--- config.mk ---
export PLATFORM = sky130hd
export DESIGN_NAME = usb_tx_pipe_buf
export DESIGN_NICKNAME = d
export VERILOG_FILES = /design/src/rtl/utx_pkg.sv /design/src/rtl/utx_buf_mem.sv /design/src/rtl/utx_ctrl.sv /design/src/rtl/usb_tx_pipe_buf.sv
export SDC_FILE = /design/constraint.sdc
export NUM_CORES = 2
export LEC_CHECK = 0
export CORE_MARGIN = 2
export CORE_UTILIZATION = 25
export CTS_CLUSTER_DIAMETER = 200
export CTS_CLUSTER_SIZE = 10
export DETAILED_ROUTE_END_ITERATION = 8
export PLACE_DENSITY = 0.48
export RECOVER_POWER = 100
export SLEW_MARGIN = 20
export SYNTH_ARGS = -nofsm -noshare
export SYNTH_HDL_FRONTEND = slang
export SYNTH_SLANG_ARGS = --single-unit
--- constraint.sdc ---
create_clock -name clk -period 5.3 [get_ports clk]
set_clock_uncertainty 0.2 [all_clocks]
set_input_delay 1.06 -clock clk [delete_from_list [all_inputs] [get_ports clk]]
set_output_delay 1.06 -clock clk [all_outputs]
set_load 0.1 [all_outputs]
--- src/rtl/utx_pkg.sv ---
package utx_pkg;
    localparam int unsigned LEN_W  = 12;
    localparam int unsigned DATA_W = 8;
    localparam int unsigned REG_W  = 16;
    localparam int unsigned BIT_VAL = 15;
    localparam int unsigned BIT_CLR = 14;
    localparam int unsigned BIT_RDY = 13;

    typedef struct packed {
        logic             up;
        logic             sie_own;
        logic [LEN_W-1:0] cnt;
        logic [LEN_W-1:0] rptr;
        logic             err;
    } utx_state_t;
endpackage

--- src/rtl/utx_buf_mem.sv ---
module utx_buf_mem #(
    parameter int unsigned DEPTH  = 256,
    parameter int unsigned DATA_W = 8,
    localparam int unsigned AW    = $clog2(DEPTH)
) (
    input  logic              clk,
    input  logic              we_i,
    input  logic [AW-1:0]     waddr_i,
    input  logic [DATA_W-1:0] wdata_i,
    input  logic [AW-1:0]     raddr_i,
    output logic [DATA_W-1:0] rdata_o
);
    logic [DATA_W-1:0] store_q [DEPTH];

    always_ff @(posedge clk) begin
        if (we_i) store_q[waddr_i] <= wdata_i;
    end

    assign rdata_o = store_q[raddr_i];
endmodule

--- src/rtl/utx_ctrl.sv ---
module utx_ctrl
    import utx_pkg::*;
#(
    parameter int unsigned DEPTH  = 256,
    parameter int unsigned MAXPKT = 64,
    localparam int unsigned AW    = $clog2(DEPTH)
) (
    input  logic             clk,
    input  logic             rst_n,
    input  logic             cont_mode_i,
    input  logic             cmd_val_i,
    input  logic             cmd_clr_i,
    input  logic             cpu_wr_i,
    input  logic             sie_rd_i,
    input  logic             sie_done_i,
    output logic             mem_we_o,
    output logic [AW-1:0]    mem_waddr_o,
    output logic [AW-1:0]    mem_raddr_o,
    output logic             ready_o,
    output logic             sie_own_o,
    output logic [LEN_W-1:0] len_o,
    output logic             err_o
);
    localparam logic [LEN_W-1:0] DEPTH_L  = LEN_W'(DEPTH);
    localparam logic [LEN_W-1:0] MAXPKT_L = LEN_W'(MAXPKT);

    utx_state_t q, d;
    logic ready, we;

    always_comb begin
        d     = q;
        we    = 1'b0;
        d.up  = 1'b1;
        ready = q.up & ~q.sie_own;

        // data byte first, then any command in the same cycle
        if (cpu_wr_i) begin
            if (ready && (q.cnt < DEPTH_L)) begin
                we    = 1'b1;
                d.cnt = q.cnt + 1'b1;
            end else begin
                d.err = 1'b1;
            end
        end

        if (ready) begin
            if (cmd_clr_i) d.cnt = '0;
            if (cmd_val_i) begin
                d.sie_own = 1'b1;
            end else if (!cont_mode_i && !cmd_clr_i && we && (d.cnt == MAXPKT_L)) begin
                d.sie_own = 1'b1;
            end
        end

        if (q.sie_own) begin
            if (sie_rd_i && (q.rptr < q.cnt)) d.rptr = q.rptr + 1'b1;
            if (sie_done_i) begin
                d.sie_own = 1'b0;
                d.cnt     = '0;
                d.rptr    = '0;
            end
        end
    end

    always_ff @(posedge clk) begin
        if (!rst_n) q <= '0;
        else        q <= d;
    end

    assign mem_we_o    = we;
    assign mem_waddr_o = q.cnt[AW-1:0];
    assign mem_raddr_o = q.rptr[AW-1:0];
    assign ready_o     = ready;
    assign sie_own_o   = q.sie_own;
    assign len_o       = q.cnt;
    assign err_o       = q.err;
endmodule

--- src/rtl/usb_tx_pipe_buf.sv ---
module usb_tx_pipe_buf
    import utx_pkg::*;
#(
    parameter int unsigned DEPTH  = 256,
    parameter int unsigned MAXPKT = 64
) (
    input  logic              clk,
    input  logic              rst_n,
    input  logic              cont_mode_i,
    input  logic              ctl_wr_i,
    input  logic [REG_W-1:0]  ctl_wdata_i,
    output logic [REG_W-1:0]  ctl_rdata_o,
    input  logic              cpu_wr_i,
    input  logic [DATA_W-1:0] cpu_wdata_i,
    output logic              err_o,
    output logic              sie_own_o,
    output logic [LEN_W-1:0]  sie_len_o,
    input  logic              sie_rd_i,
    output logic [DATA_W-1:0] sie_rdata_o,
    input  logic              sie_done_i
);
    localparam int unsigned AW = $clog2(DEPTH);

    logic            mem_we, ready, own;
    logic [AW-1:0]   waddr, raddr;
    logic [LEN_W-1:0] len;
    logic [REG_W-3:0] unused_wbits;

    assign unused_wbits = ctl_wdata_i[REG_W-3:0];

    utx_ctrl #(.DEPTH(DEPTH), .MAXPKT(MAXPKT)) u_ctrl (
        .clk        (clk),
        .rst_n      (rst_n),
        .cont_mode_i(cont_mode_i),
        .cmd_val_i  (ctl_wr_i & ctl_wdata_i[BIT_VAL]),
        .cmd_clr_i  (ctl_wr_i & ctl_wdata_i[BIT_CLR]),
        .cpu_wr_i   (cpu_wr_i),
        .sie_rd_i   (sie_rd_i),
        .sie_done_i (sie_done_i),
        .mem_we_o   (mem_we),
        .mem_waddr_o(waddr),
        .mem_raddr_o(raddr),
        .ready_o    (ready),
        .sie_own_o  (own),
        .len_o      (len),
        .err_o      (err_o)
    );

    utx_buf_mem #(.DEPTH(DEPTH), .DATA_W(DATA_W)) u_mem (
        .clk    (clk),
        .we_i   (mem_we),
        .waddr_i(waddr),
        .wdata_i(cpu_wdata_i),
        .raddr_i(raddr),
        .rdata_o(sie_rdata_o)
    );

    always_comb begin
        ctl_rdata_o          = '0;
        ctl_rdata_o[BIT_VAL] = own;
        ctl_rdata_o[BIT_RDY] = ready;
        ctl_rdata_o[LEN_W-1:0] = len;
    end

    assign sie_own_o = own;
    assign sie_len_o = len;
endmodule

Word level (Yosys, flattened, before mapping):

Memory sizes are Yosys's and may differ from the RTL's. A register that Yosys moved wholly into a read port is not among the register bits.
Index checks and enable logic that the tools add are counted.

* register bits: 27
* bits in writable memories: 2048
* output and inout port bits: 38
* logic and storage cells: 45
* memories: 1

Memory list
* u_mem.store_q: words 256, bits a word 8, rd ports 1, clocked after memory_dff 1, wr ports 1, line utx_buf_mem.sv:13 `logic [DATA_W-1:0] store_q [DEPTH];`

* add/subtract/negate cells: 2
* order comparisons: 2
* equal/unequal tests: 1
* multiplexer cells: 19
* bitwise logic cells: 5
* reductions and logical operators: 10

Operator list (count)
* two-way mux 12 bit: 5
* two-way mux 25 bit: 2
* two-way mux 27 bit: 1
* adder 12 x 1 -> 12 bit, second input constant: 2
* two-way mux 8 bit: 2
* two-way mux 13 bit: 1
* equality test 12 x 7 -> 1 bit, second input constant: 1
* < comparator 12 bit: 1
* < comparator 12 x 9 -> 1 bit, second input constant: 1
* two-way mux 1 bit: 8
* logical AND 1 bit: 5
* AND reduction 2 bit: 2
* AND 1 bit: 3
* zero test 1 bit: 2
* NOT 1 bit: 2
* nonzero test 2 bit: 1

Longest topological paths before layout:

* depth after elaboration: 15
* gate-level depth with buffers: 13

Cells and area by module:

From an unflattened synthesis, not the netlist that was laid out.

* cell total of the unflattened synthesis: 3970
* area total of the unflattened synthesis: 81401.8 µm²

By module, submodules not included
* utx_buf_mem: instances 1, cells an instance 3725, area an instance 79396.1 µm², seq. area each 61499.0 µm²
* utx_ctrl: instances 1, cells an instance 226, area an instance 1869.3 µm², seq. area each 540.5 µm²
* usb_tx_pipe_buf: instances 1, cells an instance 19, area an instance 136.4 µm², seq. area each 0.0 µm²

Worst setup path after synthesis:

Ideal clock, no wire load.

* path kind: flip-flop to output port
* from: register with a tool-made name
* to: output port sie_rdata_o[0]
* arrival: 3.960 ns
* data required time: 4.040 ns
* setup slack: 0.080 ns
* stages on the path, launching flop included: 11
* path through: dfxtp_1 > buf_6 > buf_6 > or3b_2 > buf_6 > o22ai_1 > nor2_1 > o211ai_1 > a21oi_1 > or4_1 > nor3_1

RTL lines
* end, declared: line usb_tx_pipe_buf.sv:19 `output logic [DATA_W-1:0] sie_rdata_o,`

==> run metrics <==
CTS sink count=around 2,100; CP Capture Type=output pin; Seq cells post-synth=~2,100; register area share after synthesis=0.762; TritonCTS Buffers=234; min Tclk post-route=around 5.4 ns; Pre-antenna DRT Iters=6; Worst-path clk slew=~0.060 ns; Hold Path Class=reg -> reg; H-tree depth=4; top achievable clock speed=0.186 GHz; Slew Limit Fails=between 1,000 and 1,500; Core Area=325,000 µm²; die height=between 500 and 600 µm; synth warn=0; Pwr Total=0.0327 W; CP max stage delay=about 0.53 ns; max_slew headroom=-2.00; clock latency on the worst-skew pair=~0.9 ns; Async SR Flop Fraction=0; die width=between 500 and 600 µm; vias in the first global route=roughly 43,000; Remaining DRCs=0; io pins=just under 70; largest net degree at the start of global routing=roughly 190; share of cells above drive strength 1=0.241; Starting Density=0.252; final std cells w/o fill=between 9,000 and 10,000; CP Data Arrival Time=4.12 ns; NumNets Final=approximately 4,700; GR Overflow Total=0; Avg WL per Cell=around 26 µm; Max Cap Viol=20; commonest non-fill, non-tap cell in the layout=edfxtp_1; most frequent cells in the layout=edfxtp_1 (2,048), mux4_2 (369), nor2_1 (320), mux2i_1 (243), clkbuf_16 (236); Setup CP Type=reg -> out; static leakage=around 29 nW; Multi-input gate area=between 15,000 and 20,000 µm²; CP Launch Type=flop; placed cells=8,607; Core Util, Final=0.300; maximum clock path buffer count=4; worst-margin pin slew=between 4 and 5 ns; DIE AREA=331,000 µm²; Gate Count Post-Synth=about 4,000; Final HPWL DP=between 100,000 and 150,000 µm; final worst path period share=1.01; sum of buffers and inverters on the critical path=6; worst endpoint required time=4.04 ns; I/O Buffers=52; Post-synth EDFFs=just over 2,000; via count=42,100; VDD IR max=between 0.2 and 0.3 mV; Top cell by count, worst path=buf_12; Post-Route WL=between 200,000 and 250,000 µm; first-pass GRT wire length=between 300,000 and 400,000 µm; RD Place Congestion=approximately 0.79; Synth cell types=a little under 70; Fin. Hold Viols=0; Layout area overhead=19.4%; Hold Buf Count CTS=0; row cnt=209; Crit-path slowest cell=mux4_2; status=finished, violations left; Syn Area/Cell=slightly below 20 µm²; clock root cell=clkbuf_16; P per Cell Area=~340 nW/µm²; failing checks=capacitance limit, slew limit, setup timing; initial antenna violation count=13; Sequential Area=just over 60,000 µm²; routed vias/inst=roughly 4.7; mapped cell area=roughly 80,000 µm²; Detail Route Antenna Nets=0; unrepaired setup endpoints after global routing=true; Final Setup Violations=4; TritonCTS clock tree=done; initial DRC count=about 4,300; CP top delay family=buffers and inverters; Total Routing Usage GR=0.137; crit-path cells=buf_12 > buf_16 > buf_8 > mux4_2 > mux2i_2 > o22ai_2 > a2111oi_4 > buf_4 > nand4_1 > o31ai_4 > buf_6 > nor3_4 > buf_12; fill cell count=31,500; Place WS=-0.0579 ns; crit-path max FO=7; final worst slack=-0.0779 ns; Synth Flop Type=edfxtp_1
[layer usage]
metal | part of all wire | vias to the layer above | global-route usage
li1 | - | 17900 | -
met1 | 0.43 | 22600 | 0.187
met2 | 0.49 | 1358 | 0.230
met3 | 0.058 | 315 | 0.0216
met4 | 0.022 | 2 | 0.0333
met5 | 0.000056 | - | 0
[cells in the mapped netlist, types with 10 or more instances]
cell type,count,share of area
o221ai_1,47,0.0050
mux2i_1,259,0.032
mux4_2,360,0.099
dfxtp_1,35,0.0086
o22ai_1,48,0.0037
nand3_1,31,0.0019
a2111oi_0,10,0.0011
edfxtp_1,2048,0.75
o21ai_0,28,0.0017
a22o_1,20,0.0021
nand4_1,17,0.0013
clkbuf_1,88,0.0040
buf_6,35,0.0048
ha_1,16,0.0025
inv_1,19,0.00087
a22oi_1,132,0.012
mux2_2,22,0.0030
a21oi_1,103,0.0063
nor3_1,48,0.0029
buf_4,55,0.0051
mux4_1,24,0.0077
buf_2,64,0.0039
nor2_1,324,0.015
nand2_1,81,0.0037
nand2b_1,17,0.0013
and3_1,10,0.00077
nor2b_1,14,0.0011
[path summary, 6_finish.rpt]
kind	to	slack [ns]	startpoint	cells past startpoint
max reg2reg	u_mem.store_q[190][2]	0.35	u_ctrl.sie_own_o	7
max	sie_rdata_o[5]	-0.08	flop	13
min reg2reg	u_ctrl.q[12]	0.29	u_ctrl.q[12]	2
min	u_ctrl.q[12]	0.29	u_ctrl.q[12]	2
[power by group]
| part | leakage, nW | switching (W) | total, W | internal, W |
|---|---|---|---|---|
| combinational | 6.87 | 0.000447 | 0.000533 | 0.0000864 |
| sequential | 18.7 | 0.00000788 | 0.0181 | 0.0181 |
| clock | 3.01 | 0.00613 | 0.0140 | 0.00791 |
| total | 28.6 | 0.00659 | 0.0327 | 0.0261 |
[area by class of cell]
cell class / count / area share
well taps: 4325 / 0.0555
clock buffers: 284 / 0.0624
inverters: 20 / 0.000770
flip-flops and latches: 2083 / 0.638
repair buffers: 533 / 0.0487
multi-input cells: 1744 / 0.193
diodes: 7 / 0.000180
clock inverters: 7 / 0.00112
[repair_timing]
action	CTS	global route
pin swaps	30	50
endpoints found under the setup margin	8	8
endpoints found under the hold margin	0	0
setup buffers	68	28
gates cloned	15	0
gates resized for setup	192	95
[through the flow]
stage / TNS, ns / cell area (µm²) / hold slack [ns]
floorplan: 0 / 81700 / 0.262
global placement: -0.647 / 89400 / 0.288
detailed placement: -0.0967 / 89400 / 0.292
CTS: -1.15 / 97600 / 0.304
global route: -0.612 / 97500 / 0.319
finish: -0.224 / 97500 / 0.295
[worst min-delay path, cell delays in order (launching register included)]
cell     delay (ns)
dfxtp_1        0.32
o21ai_0        0.07
a21oi_1        0.06
[registers in the layout, indices dropped and copies added (netlist names), named ones only]
signal,cells
u_ctrl.len_o,12
u_ctrl.err_o,1
u_ctrl.q,5
u_mem.store_q,2048
u_ctrl.mem_raddr_o,8
u_ctrl.sie_own_o,1
[logic make-up (layout without fill, tap and decap cells)]
family          after synthesis  in the layout  share of synthesized area
compound gates              466            466                     0.0398
xor+xnor                      9              9                   0.000965
fa+ha+maj                    16             16                    0.00245
buf+inv                     283            844                     0.0218
flops                      2083           2083                      0.762
mux                         665            665                      0.142
other cells                   1              9                  0.0000459
simple gates                586            586                     0.0317
No activity file was read; power rests on OpenSTA's default activity.
